File: src/rtl/mw_pkg.sv
package mw_pkg;
    typedef enum logic [2:0] {
        ST_IDLE,
        ST_CMD,
        ST_GAP,
        ST_RESP,
        ST_TAIL
    } mw_state_e;
endpackage

File: src/rtl/mw_half_timer.sv
module mw_half_timer #(
    parameter int DIV_W = 8
) (
    input  logic             clk,
    input  logic             rst_n,
    input  logic             restart,
    input  logic             run,
    input  logic [DIV_W-1:0] div_i,
    output logic             half_end
);
    logic [DIV_W-1:0] hcnt;
    logic [DIV_W-1:0] div_q;

    always_ff @(posedge clk or negedge rst_n) begin
        if (!rst_n) begin
            hcnt  <= '0;
            div_q <= '0;
        end else if (restart) begin
            hcnt  <= div_i;
            div_q <= div_i;
        end else if (run) begin
            if (hcnt == '0) hcnt <= div_q;
            else            hcnt <= hcnt - 1'b1;
        end
    end

    assign half_end = run && (hcnt == '0);


    reload_chk: assert property (@(posedge clk) disable iff (!rst_n)
        (run && (hcnt == '0) && !restart) |=> (hcnt == div_q));
endmodule

File: src/rtl/mw_shift_unit.sv
module mw_shift_unit #(
    parameter int MAX_W   = 16,
    parameter int SHORT_W = 8
) (
    input  logic             clk,
    input  logic             rst_n,
    input  logic             load,
    input  logic             from_pend,
    input  logic             cmd16,
    input  logic [MAX_W-1:0] cmd_data,
    input  logic             park,
    input  logic             shift,
    input  logic             sample,
    input  logic             last_sample,
    input  logic             rxd,
    output logic             tx_bit,
    output logic             rx_valid,
    output logic [MAX_W-1:0] rx_data
);
    localparam int PAD_W = MAX_W - SHORT_W;

    logic [MAX_W-1:0] pend_q;
    logic [MAX_W-1:0] tx_sr;
    logic [MAX_W-1:0] rx_sr;
    logic [MAX_W-1:0] src;
    logic [MAX_W-1:0] src_aligned;

    always_comb begin
        src = from_pend ? pend_q : cmd_data;
        if (cmd16) src_aligned = src;
        else       src_aligned = {src[SHORT_W-1:0], {PAD_W{1'b0}}};
    end

    always_ff @(posedge clk or negedge rst_n) begin
        if (!rst_n) begin
            pend_q <= '0;
        end else if (park) begin
            pend_q <= cmd_data;
        end
    end

    always_ff @(posedge clk or negedge rst_n) begin
        if (!rst_n) begin
            tx_sr <= '0;
            rx_sr <= '0;
        end else if (load) begin
            tx_sr <= src_aligned;
            rx_sr <= '0;
        end else begin
            if (shift)  tx_sr <= {tx_sr[MAX_W-2:0], 1'b0};
            if (sample) rx_sr <= {rx_sr[MAX_W-2:0], rxd};
        end
    end

    always_ff @(posedge clk or negedge rst_n) begin
        if (!rst_n) begin
            rx_valid <= 1'b0;
            rx_data  <= '0;
        end else begin
            rx_valid <= last_sample;
            if (last_sample) rx_data <= {rx_sr[MAX_W-2:0], rxd};
        end
    end

    assign tx_bit = tx_sr[MAX_W-1];


    rx_pulse_chk: assert property (@(posedge clk) disable iff (!rst_n)
        rx_valid |=> !rx_valid);
endmodule

File: src/rtl/mw_ctrl.sv
module mw_ctrl
    import mw_pkg::*;
#(
    parameter int MAX_W   = 16,
    parameter int SHORT_W = 8,
    parameter int LEN_W   = 4
) (
    input  logic             clk,
    input  logic             rst_n,
    input  logic             cmd_valid,
    input  logic             cfg_cmd16,
    input  logic [LEN_W-1:0] cfg_rlen,
    input  logic             half_end,
    output logic             cmd_ready,
    output logic             new_msg,
    output logic             from_pend,
    output logic             park,
    output logic             shift_tx,
    output logic             sample_rx,
    output logic             last_sample,
    output logic             tmr_run,
    output logic             sclk_o,
    output logic             frame_n_o,
    output logic             tx_gate,
    output logic             busy_o
);
    localparam logic [LEN_W-1:0] MIN_LEN   = LEN_W'(3);
    localparam logic [LEN_W-1:0] LONG_TOP  = LEN_W'(MAX_W - 1);
    localparam logic [LEN_W-1:0] SHORT_TOP = LEN_W'(SHORT_W - 1);

    mw_state_e        state, state_d;
    logic             ph;
    logic [LEN_W-1:0] bitn;
    logic [LEN_W-1:0] len_q;
    logic             pend_valid;
    logic             in_frame;
    logic             last_bit;
    logic             slot_end;
    logic             rise_edge;
    logic             start_idle;
    logic             start_chain;

    always_comb begin
        in_frame    = (state == ST_CMD) || (state == ST_GAP) || (state == ST_RESP);
        last_bit    = (bitn == '0);
        slot_end    = in_frame && half_end && ph;
        rise_edge   = in_frame && half_end && !ph;
        start_idle  = (state == ST_IDLE) && cmd_valid;
        start_chain = (state == ST_RESP) && slot_end && last_bit && pend_valid;
        new_msg     = start_idle || start_chain;
        from_pend   = start_chain;
        cmd_ready   = (state == ST_IDLE) ||
                      (!pend_valid && ((state == ST_CMD) || (state == ST_GAP) ||
                                       ((state == ST_RESP) && !(last_bit && ph))));
        park        = cmd_valid && cmd_ready && (state != ST_IDLE);
        shift_tx    = (state == ST_CMD) && slot_end;
        sample_rx   = (state == ST_RESP) && rise_edge;
        last_sample = sample_rx && last_bit;
        tmr_run     = (state != ST_IDLE);
    end

    always_comb begin
        state_d = state;
        unique case (state)
            ST_IDLE: if (cmd_valid)             state_d = ST_CMD;
            ST_CMD:  if (slot_end && last_bit)  state_d = ST_GAP;
            ST_GAP:  if (slot_end)              state_d = ST_RESP;
            ST_RESP: if (slot_end && last_bit)  state_d = pend_valid ? ST_CMD : ST_TAIL;
            ST_TAIL: if (half_end)              state_d = ST_IDLE;
            default:                            state_d = ST_IDLE;
        endcase
    end

    always_ff @(posedge clk or negedge rst_n) begin
        if (!rst_n) state <= ST_IDLE;
        else        state <= state_d;
    end

    always_ff @(posedge clk or negedge rst_n) begin
        if (!rst_n) begin
            ph    <= 1'b0;
            bitn  <= '0;
            len_q <= MIN_LEN;
        end else if (new_msg) begin
            ph    <= 1'b0;
            bitn  <= cfg_cmd16 ? LONG_TOP : SHORT_TOP;
            len_q <= (cfg_rlen < MIN_LEN) ? MIN_LEN : cfg_rlen;
        end else if (in_frame && half_end) begin
            ph <= ~ph;
            if (ph) begin
                unique case (state)
                    ST_CMD:  if (!last_bit) bitn <= bitn - 1'b1;
                    ST_GAP:  bitn <= len_q;
                    ST_RESP: if (!last_bit) bitn <= bitn - 1'b1;
                    default: bitn <= bitn;
                endcase
            end
        end
    end

    always_ff @(posedge clk or negedge rst_n) begin
        if (!rst_n)           pend_valid <= 1'b0;
        else if (start_chain) pend_valid <= 1'b0;
        else if (park)        pend_valid <= 1'b1;
    end

    always_comb begin
        sclk_o    = in_frame && ph;
        frame_n_o = (state == ST_IDLE);
        tx_gate   = (state == ST_CMD);
        busy_o    = (state != ST_IDLE);
    end


    chain_frame_chk: assert property (@(posedge clk) disable iff (!rst_n)
        start_chain |=> ((state == ST_CMD) && !frame_n_o && !pend_valid && !sclk_o));


    tail_clock_low_chk: assert property (@(posedge clk) disable iff (!rst_n)
        $rose(frame_n_o) |-> (!sclk_o && ($past(state) == ST_TAIL)));


    park_blocks_chk: assert property (@(posedge clk) disable iff (!rst_n)
        park |=> (pend_valid && !cmd_ready));


    gap_one_slot_chk: assert property (@(posedge clk) disable iff (!rst_n)
        ((state == ST_GAP) && slot_end) |=> (state == ST_RESP));
endmodule

File: src/rtl/mw_master.sv
module mw_master #(
    parameter int MAX_W   = 16,
    parameter int SHORT_W = 8,
    parameter int DIV_W   = 8,
    parameter int LEN_W   = $clog2(MAX_W)
) (
    input  logic             clk,
    input  logic             rst_n,
    input  logic             cfg_cmd16,
    input  logic [LEN_W-1:0] cfg_rlen,
    input  logic [DIV_W-1:0] cfg_div,
    input  logic             cmd_valid,
    output logic             cmd_ready,
    input  logic [MAX_W-1:0] cmd_data,
    output logic             rx_valid,
    output logic [MAX_W-1:0] rx_data,
    output logic             busy,
    output logic             sclk,
    output logic             frame_n,
    output logic             txd,
    input  logic             rxd
);
    logic new_msg, from_pend, park, shift_tx, sample_rx, last_sample;
    logic tmr_run, half_end, tx_gate, tx_bit;

    mw_half_timer #(.DIV_W(DIV_W)) u_timer (
        .clk      (clk),
        .rst_n    (rst_n),
        .restart  (new_msg),
        .run      (tmr_run),
        .div_i    (cfg_div),
        .half_end (half_end)
    );

    mw_ctrl #(.MAX_W(MAX_W), .SHORT_W(SHORT_W), .LEN_W(LEN_W)) u_ctrl (
        .clk         (clk),
        .rst_n       (rst_n),
        .cmd_valid   (cmd_valid),
        .cfg_cmd16   (cfg_cmd16),
        .cfg_rlen    (cfg_rlen),
        .half_end    (half_end),
        .cmd_ready   (cmd_ready),
        .new_msg     (new_msg),
        .from_pend   (from_pend),
        .park        (park),
        .shift_tx    (shift_tx),
        .sample_rx   (sample_rx),
        .last_sample (last_sample),
        .tmr_run     (tmr_run),
        .sclk_o      (sclk),
        .frame_n_o   (frame_n),
        .tx_gate     (tx_gate),
        .busy_o      (busy)
    );

    mw_shift_unit #(.MAX_W(MAX_W), .SHORT_W(SHORT_W)) u_shift (
        .clk         (clk),
        .rst_n       (rst_n),
        .load        (new_msg),
        .from_pend   (from_pend),
        .cmd16       (cfg_cmd16),
        .cmd_data    (cmd_data),
        .park        (park),
        .shift       (shift_tx),
        .sample      (sample_rx),
        .last_sample (last_sample),
        .rxd         (rxd),
        .tx_bit      (tx_bit),
        .rx_valid    (rx_valid),
        .rx_data     (rx_data)
    );

    assign txd = tx_gate && tx_bit;


    idle_quiet_chk: assert property (@(posedge clk) disable iff (!rst_n)
        frame_n |-> (!sclk && !txd && !busy));
endmodule

File: config.mk
export PLATFORM = sky130hd
export DESIGN_NAME = mw_master
export DESIGN_NICKNAME = d
export VERILOG_FILES = /design/src/rtl/mw_pkg.sv /design/src/rtl/mw_half_timer.sv /design/src/rtl/mw_shift_unit.sv /design/src/rtl/mw_ctrl.sv /design/src/rtl/mw_master.sv
export SDC_FILE = /design/constraint.sdc
export NUM_CORES = 1
export LEC_CHECK = 0
export CAP_MARGIN = 20
export CORE_ASPECT_RATIO = 0.7
export CORE_MARGIN = 2
export CORE_UTILIZATION = 59
export CTS_BUF_LIST = sky130_fd_sc_hd__clkbuf_4 sky130_fd_sc_hd__clkbuf_8 sky130_fd_sc_hd__clkbuf_16
export DETAILED_ROUTE_END_ITERATION = 8
export GPL_TIMING_DRIVEN = 0
export PLACE_DENSITY = 0.84
export SLEW_MARGIN = 25
export SYNTH_ARGS = -nofsm -noshare
export SYNTH_HDL_FRONTEND = slang
export SYNTH_SLANG_ARGS = --single-unit
File: constraint.sdc
create_clock -name clk -period 7.5 [get_ports clk]
set_clock_uncertainty 0.2 [all_clocks]
set_input_delay 1.125 -clock clk [delete_from_list [all_inputs] [get_ports clk]]
set_output_delay 1.125 -clock clk [all_outputs]
set_load 0.01 [all_outputs]
* Yosys cells after proc, flatten, opt, wreduce, memory -nomap -nowiden
Index checks and enable logic that the tools add are counted.
Word-level totals: register bits 93, latch bits 0, memory bits (writable) 0, memory bits (read-only) 0, input bits 33, output and inout port bits 22, word-level logic and storage cells 94, memories kept 0
Cells by class: add/sub/neg operators 2, multipliers 0, div/mod/pow operators 0, order comparisons 1, eq/ne operators 10, shift operators 0, muxes and demuxes 27, bitwise logic cells 1, reductions and logical operators 41
Operator list (count):
- $mux 16 | 4
- $mux 15 | 2
- $mux 4 | 6
- $mux 8 | 3
- $logic_and 1x1->1 | 19
- $mux 3 | 6
- $pmux 3 s5 | 1
- $reduce_bool 2->1 | 6
- $logic_not 8->1 | 1
- $pmux 4 s2 | 1
- $sub 8x1->8 const B | 1
- $eq 3x2->1 const B | 2
- $ne 2x1->1 const B | 3
- $reduce_bool 3->1 | 2
- $logic_or 1x1->1 | 5
- $reduce_and 5->1 | 1
- $logic_not 4->1 | 1
- $lt 4x2->1 const B | 1
- $mux 1 | 4
- $ne 2x2->1 const B | 2
- $reduce_and 4->1 | 1
- $sub 4x1->4 const B | 1
- $eq 3x1->1 const B | 1
- $eq 3x3->1 const B | 1
- 5 further kinds | 7

* Longest topological paths before layout
depth in word-level cells 11, depth in mapped cells 9, mapped depth without buffers 7

* Modules after synthesis
Synthesis repeated with hierarchy kept, for this count alone.
Unflattened totals: cell total of the unflattened synthesis 368, area, all modules 4638.2 sq um
By module, submodules not included:
- mw_shift_unit | instances 1, cells each 189, area an instance 2854.0 sq um, seq. area each 1601.5 sq um
- mw_ctrl | instances 1, cells each 93, area an instance 908.4 sq um, seq. area each 327.8 sq um
- mw_half_timer | instances 1, cells each 85, area an instance 869.6 sq um, seq. area each 400.4 sq um
- mw_master | instances 1, cells each 1, area an instance 6.3 sq um, seq. area each 0.0 sq um

* Least setup slack after synthesis
Ideal clock, no wire load.
kind register to output, from register u_ctrl.bitn[0], to output port cmd_ready, arrival time 1.315 ns, data required time 6.175 ns, path slack 4.860 ns, cell stages (with the launch flop) 7, buffers on the path 0, cell sequence dfrtp_1 inv_1 ha_1 nor3b_2 nand3_1 a21oi_1 nor2_1
Between the ends: longest elaborated chain between the ends 7
RTL lines:
- start, declared | RTL line mw_ctrl.sv:33 | logic [LEN_W-1:0] bitn;
- start signal, assigned | RTL line mw_ctrl.sv:86 | bitn <= cfg_cmd16 ? LONG_TOP : SHORT_TOP;
- start signal, assigned | RTL line mw_ctrl.sv:92 | ST_CMD: if (!last_bit) bitn <= bitn - 1'b1;
- start signal, assigned | RTL line mw_ctrl.sv:93 | ST_GAP: bitn <= len_q;
- $logic_not 4->1 | RTL line mw_ctrl.sv:45 | last_bit = (bitn == '0);
- $logic_and 1x1->1 | RTL line mw_ctrl.sv:54 | ((state == ST_RESP) && !(last_bit && ph))));
- $logic_not 1->1 | RTL line mw_ctrl.sv:54
- $logic_and 1x1->1 | RTL line mw_ctrl.sv:54
- $logic_or 1x1->1 | RTL line mw_ctrl.sv:53 | (!pend_valid && ((state == ST_CMD) || (state == ST_GAP) ||
- $logic_and 1x1->1 | RTL line mw_ctrl.sv:53
- $logic_or 1x1->1 | RTL line mw_ctrl.sv:52 | cmd_ready = (state == ST_IDLE) ||
- end, declared | RTL line mw_master.sv:13 | output logic cmd_ready,
No other way between the ends.

* Worst setup path in the final report
Same ends and word-level chain as after synthesis.

==> flow_summary_export.csv <==
group,metric,value,unit
clock_tree,insertion_delay,0.36,ns
route,wirelength,10400,um
placed_design,portBuffers,54,
clock_tree,cts-root-buf,"clkbuf_8",
run,cap_violations,0,
clock_tree,post_cts_resize_count,0,
synth,synth_area_per_cell,10.1,sq um
finish,instances_no_fill,633,
sta,hold_ws,0.261,ns
global_routing,antenna_found_initial,0,
synth,synth-compound-area-share,13.7,%
synth,syn_nets,498,
sta,fin_crit_sh,50.0,%
power,p_leak,2.48,nW
clock_tree,holdBufCountCts,0,
critical_path,path_buf_inv,2,
clock_tree,cts-buffers-inserted,9,
placed_design,placedCellCount,617,
critical_path,crit_required,6.17,ns
synth,netlist_area,4640,sq um
power,seqPwrFrac,51.7,%
synth,synth_top_family_by_area,"simple AND/OR/NAND/NOR gates",
critical_path,crit_chain,"inv_1 -> ha_1 -> nor3b_2 -> nand3_1 -> a21oi_1 -> nor2_1 -> clkdlybuf4s50_1",
critical_path,r2r_slack,4.43,ns
route,first_pass_iters,5,
synth,synth_edf_count,0,
synth,ys_seq_area_share,50.2,%
sta,tns,0,ns
critical_path,path_class,"flop to output port",
critical_path,critPathArrivalTime,2.43,ns
route,drc,0,
finish,final_area,5540,sq um
route,vias,3706,
synth,yosys.cell_count.top_type,"nand2_1",
sta,setup_viol,0,
clock_tree,cts_buffer_depth,2,
critical_path,crit_slowest_cell,"clkdlybuf4s50_1",
run_status,status,"complete, no violations",
sta,clock.fmax,0.266,GHz
global_routing,grt_start_max_net_pins,49,
global_routing,groute.usage.overall,25.6,%
route,ant_nets,0,
power,p_int,0.908,mW
clock_tree,cts.sinks,93,
power,p_clk_share,24.5,%
critical_path,path_max_fanout,7,
floorplanning,rows,27,
floorplanning,core,7740,sq um
sta,hold_violations,0,
sta,worstMarginPinSlew,0.740,ns
clock_tree,cts_tree,"done",
sta,rsz0062_at_grt,"false",
finish,area_delta_synth_final,19.3,%
power,power_density,246,nW/um^2
synth,yosysTopAreaCellShare,49.0,%
power,p_switching,0.453,mW
sta,slew_headroom,50.2,%
critical_path,cp_top_family,"simple AND/OR/NAND/NOR gates",
floorplanning,fp.dieW,110,um
placed_design,gp_congestion,0.928,
synth,synthArstFlopShare,100,%
synth,synth_seq_cells,93,
power,switching_share,33.3,%
floorplanning,die-height,78.2,um
synth,yosys-top-cells-count,"nand2_1 (95), dfrtp_1 (91), a21oi_1 (41), nor2_1 (23), mux2_2 (22)",
global_routing,first_global_vias,3549,
floorplanning,io_pins,55,
synth,ys_types,52,
placed_design,post-dp-hpwl,7460,um
synth,synth_area_leaders,"dfrtp_1 (49%), nand2_1 (7.7%), mux2_2 (5.3%), a21oi_1 (4.4%), mux2i_1 (3.7%)",
route,routedWlPerCell,16.4,um
critical_path,slowest_delay,0.48,ns
clock_tree,cts.reportedPaths.clkPinSlew,0.10,ns
floorplanning,die-area,8610,sq um
finish,diodes,0,
synth,synth_cells,461,
critical_path,start_kind,"flop",
sta,drv_slew,0,
global_routing,grt_pass1_wl,17200,um
clock_tree,cts.htree.levels,3,
clock_tree,cts_setup_buffers,0,
power,max-vdd-ir-drop,0.151,mV
synth,ys.flop_type,"dfrtp_1",
power,pwr-share-comb,23.7,%
worst_hold_path,hold_class,"flop to flop",
route,routed_via_density,5.85,
synth,synth_top_area_cell,"dfrtp_1",
synth,synthAdderAreaFrac,1.08,%
global_routing,gr-total-overflow,0,
placed_design,dpl_cell_area,5340,sq um
sta,min_period,3.75,ns
finish,drive_gt1_share,14.5,%
floorplanning,initial_core_util,60.0,%
route,initialDrtViolationCount,267,
finish,nets,564,
critical_path,end_kind,"output port",
synth,synthXorXnorAreaFrac,0.943,%
synth,yosys_warnings,0,
synth,synthSimpleGateAreaFrac,18.5,%
synth,synthMuxAreaShare,12.2,%
-- sequential cells by signal, indices dropped and copies added (netlist names), 3 cells and up --
| signal | count |
|---|---|
| u_ctrl.bitn | 4 |
| u_ctrl.len_q | 4 |
| u_ctrl.state | 3 |
| u_shift.pend_q | 16 |
| u_shift.rx_data | 16 |
| u_shift.rx_sr | 15 |
| u_shift.tx_sr | 16 |
| u_timer.div_q | 8 |
| u_timer.hcnt | 8 |
-- kinds of logic after synthesis --
group | Yosys count
compound gates | 101
xor+xnor | 5
fa+ha+maj | 4
buf+inv | 35
flops | 93
mux | 49
simple gates | 174
-- cells in the final DEF, fill, tap and decap left out, types with 9 or more instances in the layout --
cell type | netlist | final
a21oi_1 | 41 | 41
buf_2 | 11 | 11
clkbuf_1 | 11 | 11
clkbuf_8 | 0 | 9
clkdlybuf4s50_1 | 0 | 53
dfrtp_1 | 91 | 91
mux2_2 | 22 | 22
mux2_4 | 10 | 10
mux2i_1 | 17 | 17
nand2_1 | 95 | 95
nand2b_1 | 19 | 19
nor2_1 | 23 | 23
nor3_1 | 9 | 9
o21ai_0 | 11 | 11
o22ai_1 | 9 | 9
-- metrics by stage --
step                setup WS [ns]  utilization, %  power [mW]
floorplan                    4.86               -       0.916
CTS                          3.76            71.6        1.36
global route                 3.57            71.6        1.44
global placement             1.85            68.6        1.01
detailed placement           4.18            69.0        1.03
finish                       3.75            71.6        1.36
-- worst reg2reg max path, stage by stage, from the launching register on --
cell,delay (ns)
dfrtp_1,0.44
inv_1,0.17
ha_1,0.23
nor3b_2,0.46
nand4_2,0.37
nand2_1,0.29
buf_2,0.29
nand2_1,0.27
o22ai_1,0.26
-- worst paths after layout --
| check | cells past startpoint | startpoint | endpoint |
|---|---|---|---|
| max reg2reg | 8 | u_timer.hcnt[0] | u_shift.tx_sr[4] |
| min reg2reg | 2 | u_ctrl.len_q[0] | u_ctrl.len_q[0] |
| min | 2 | u_ctrl.len_q[0] | u_ctrl.len_q[0] |
| max in group asynchronous | 2 | rst_n | u_ctrl.len_q[1] |
| min in group asynchronous | 1 | rst_n | u_shift.rx_data[9] |
| max | 7 | u_ctrl.bitn[0] | cmd_ready |
-- power by group through the flow --
stage / sequential (mW) / combinational (mW) / clock, mW
floorplan: 0.683 / 0.233 / 0
detailed placement: 0.709 / 0.319 / 0
finish: 0.704 / 0.323 / 0.334
CTS: 0.700 / 0.320 / 0.339
global route: 0.719 / 0.357 / 0.360
global placement: 0.705 / 0.301 / 0
-- per-layer routing --
| layer | share of wire, % | vias to the layer above | global-route usage (%) |
|---|---|---|---|
| met5 | 0 | - | 0 |
| li1 | - | 1751 | - |
| met1 | 47 | 1796 | 37.6 |
| met4 | 1.5 | 0 | 7.47 |
| met3 | 5.9 | 20 | 4.98 |
| met2 | 45 | 139 | 38.7 |
-- area by class of cell --
cell class | instances | area (sq um)
Timing Repair Buffer | 55 | 569
Tap cell | 101 | 126
Inverter | 8 | 30.0
Clock inverter | 7 | 76.3
Fill cell | 586 | 2200
Clock buffer | 9 | 124
Multi-Input combinational cell | 333 | 2150
Buffer | 27 | 130
Sequential cell | 93 | 2330
(Power assumes the default switching activity.)
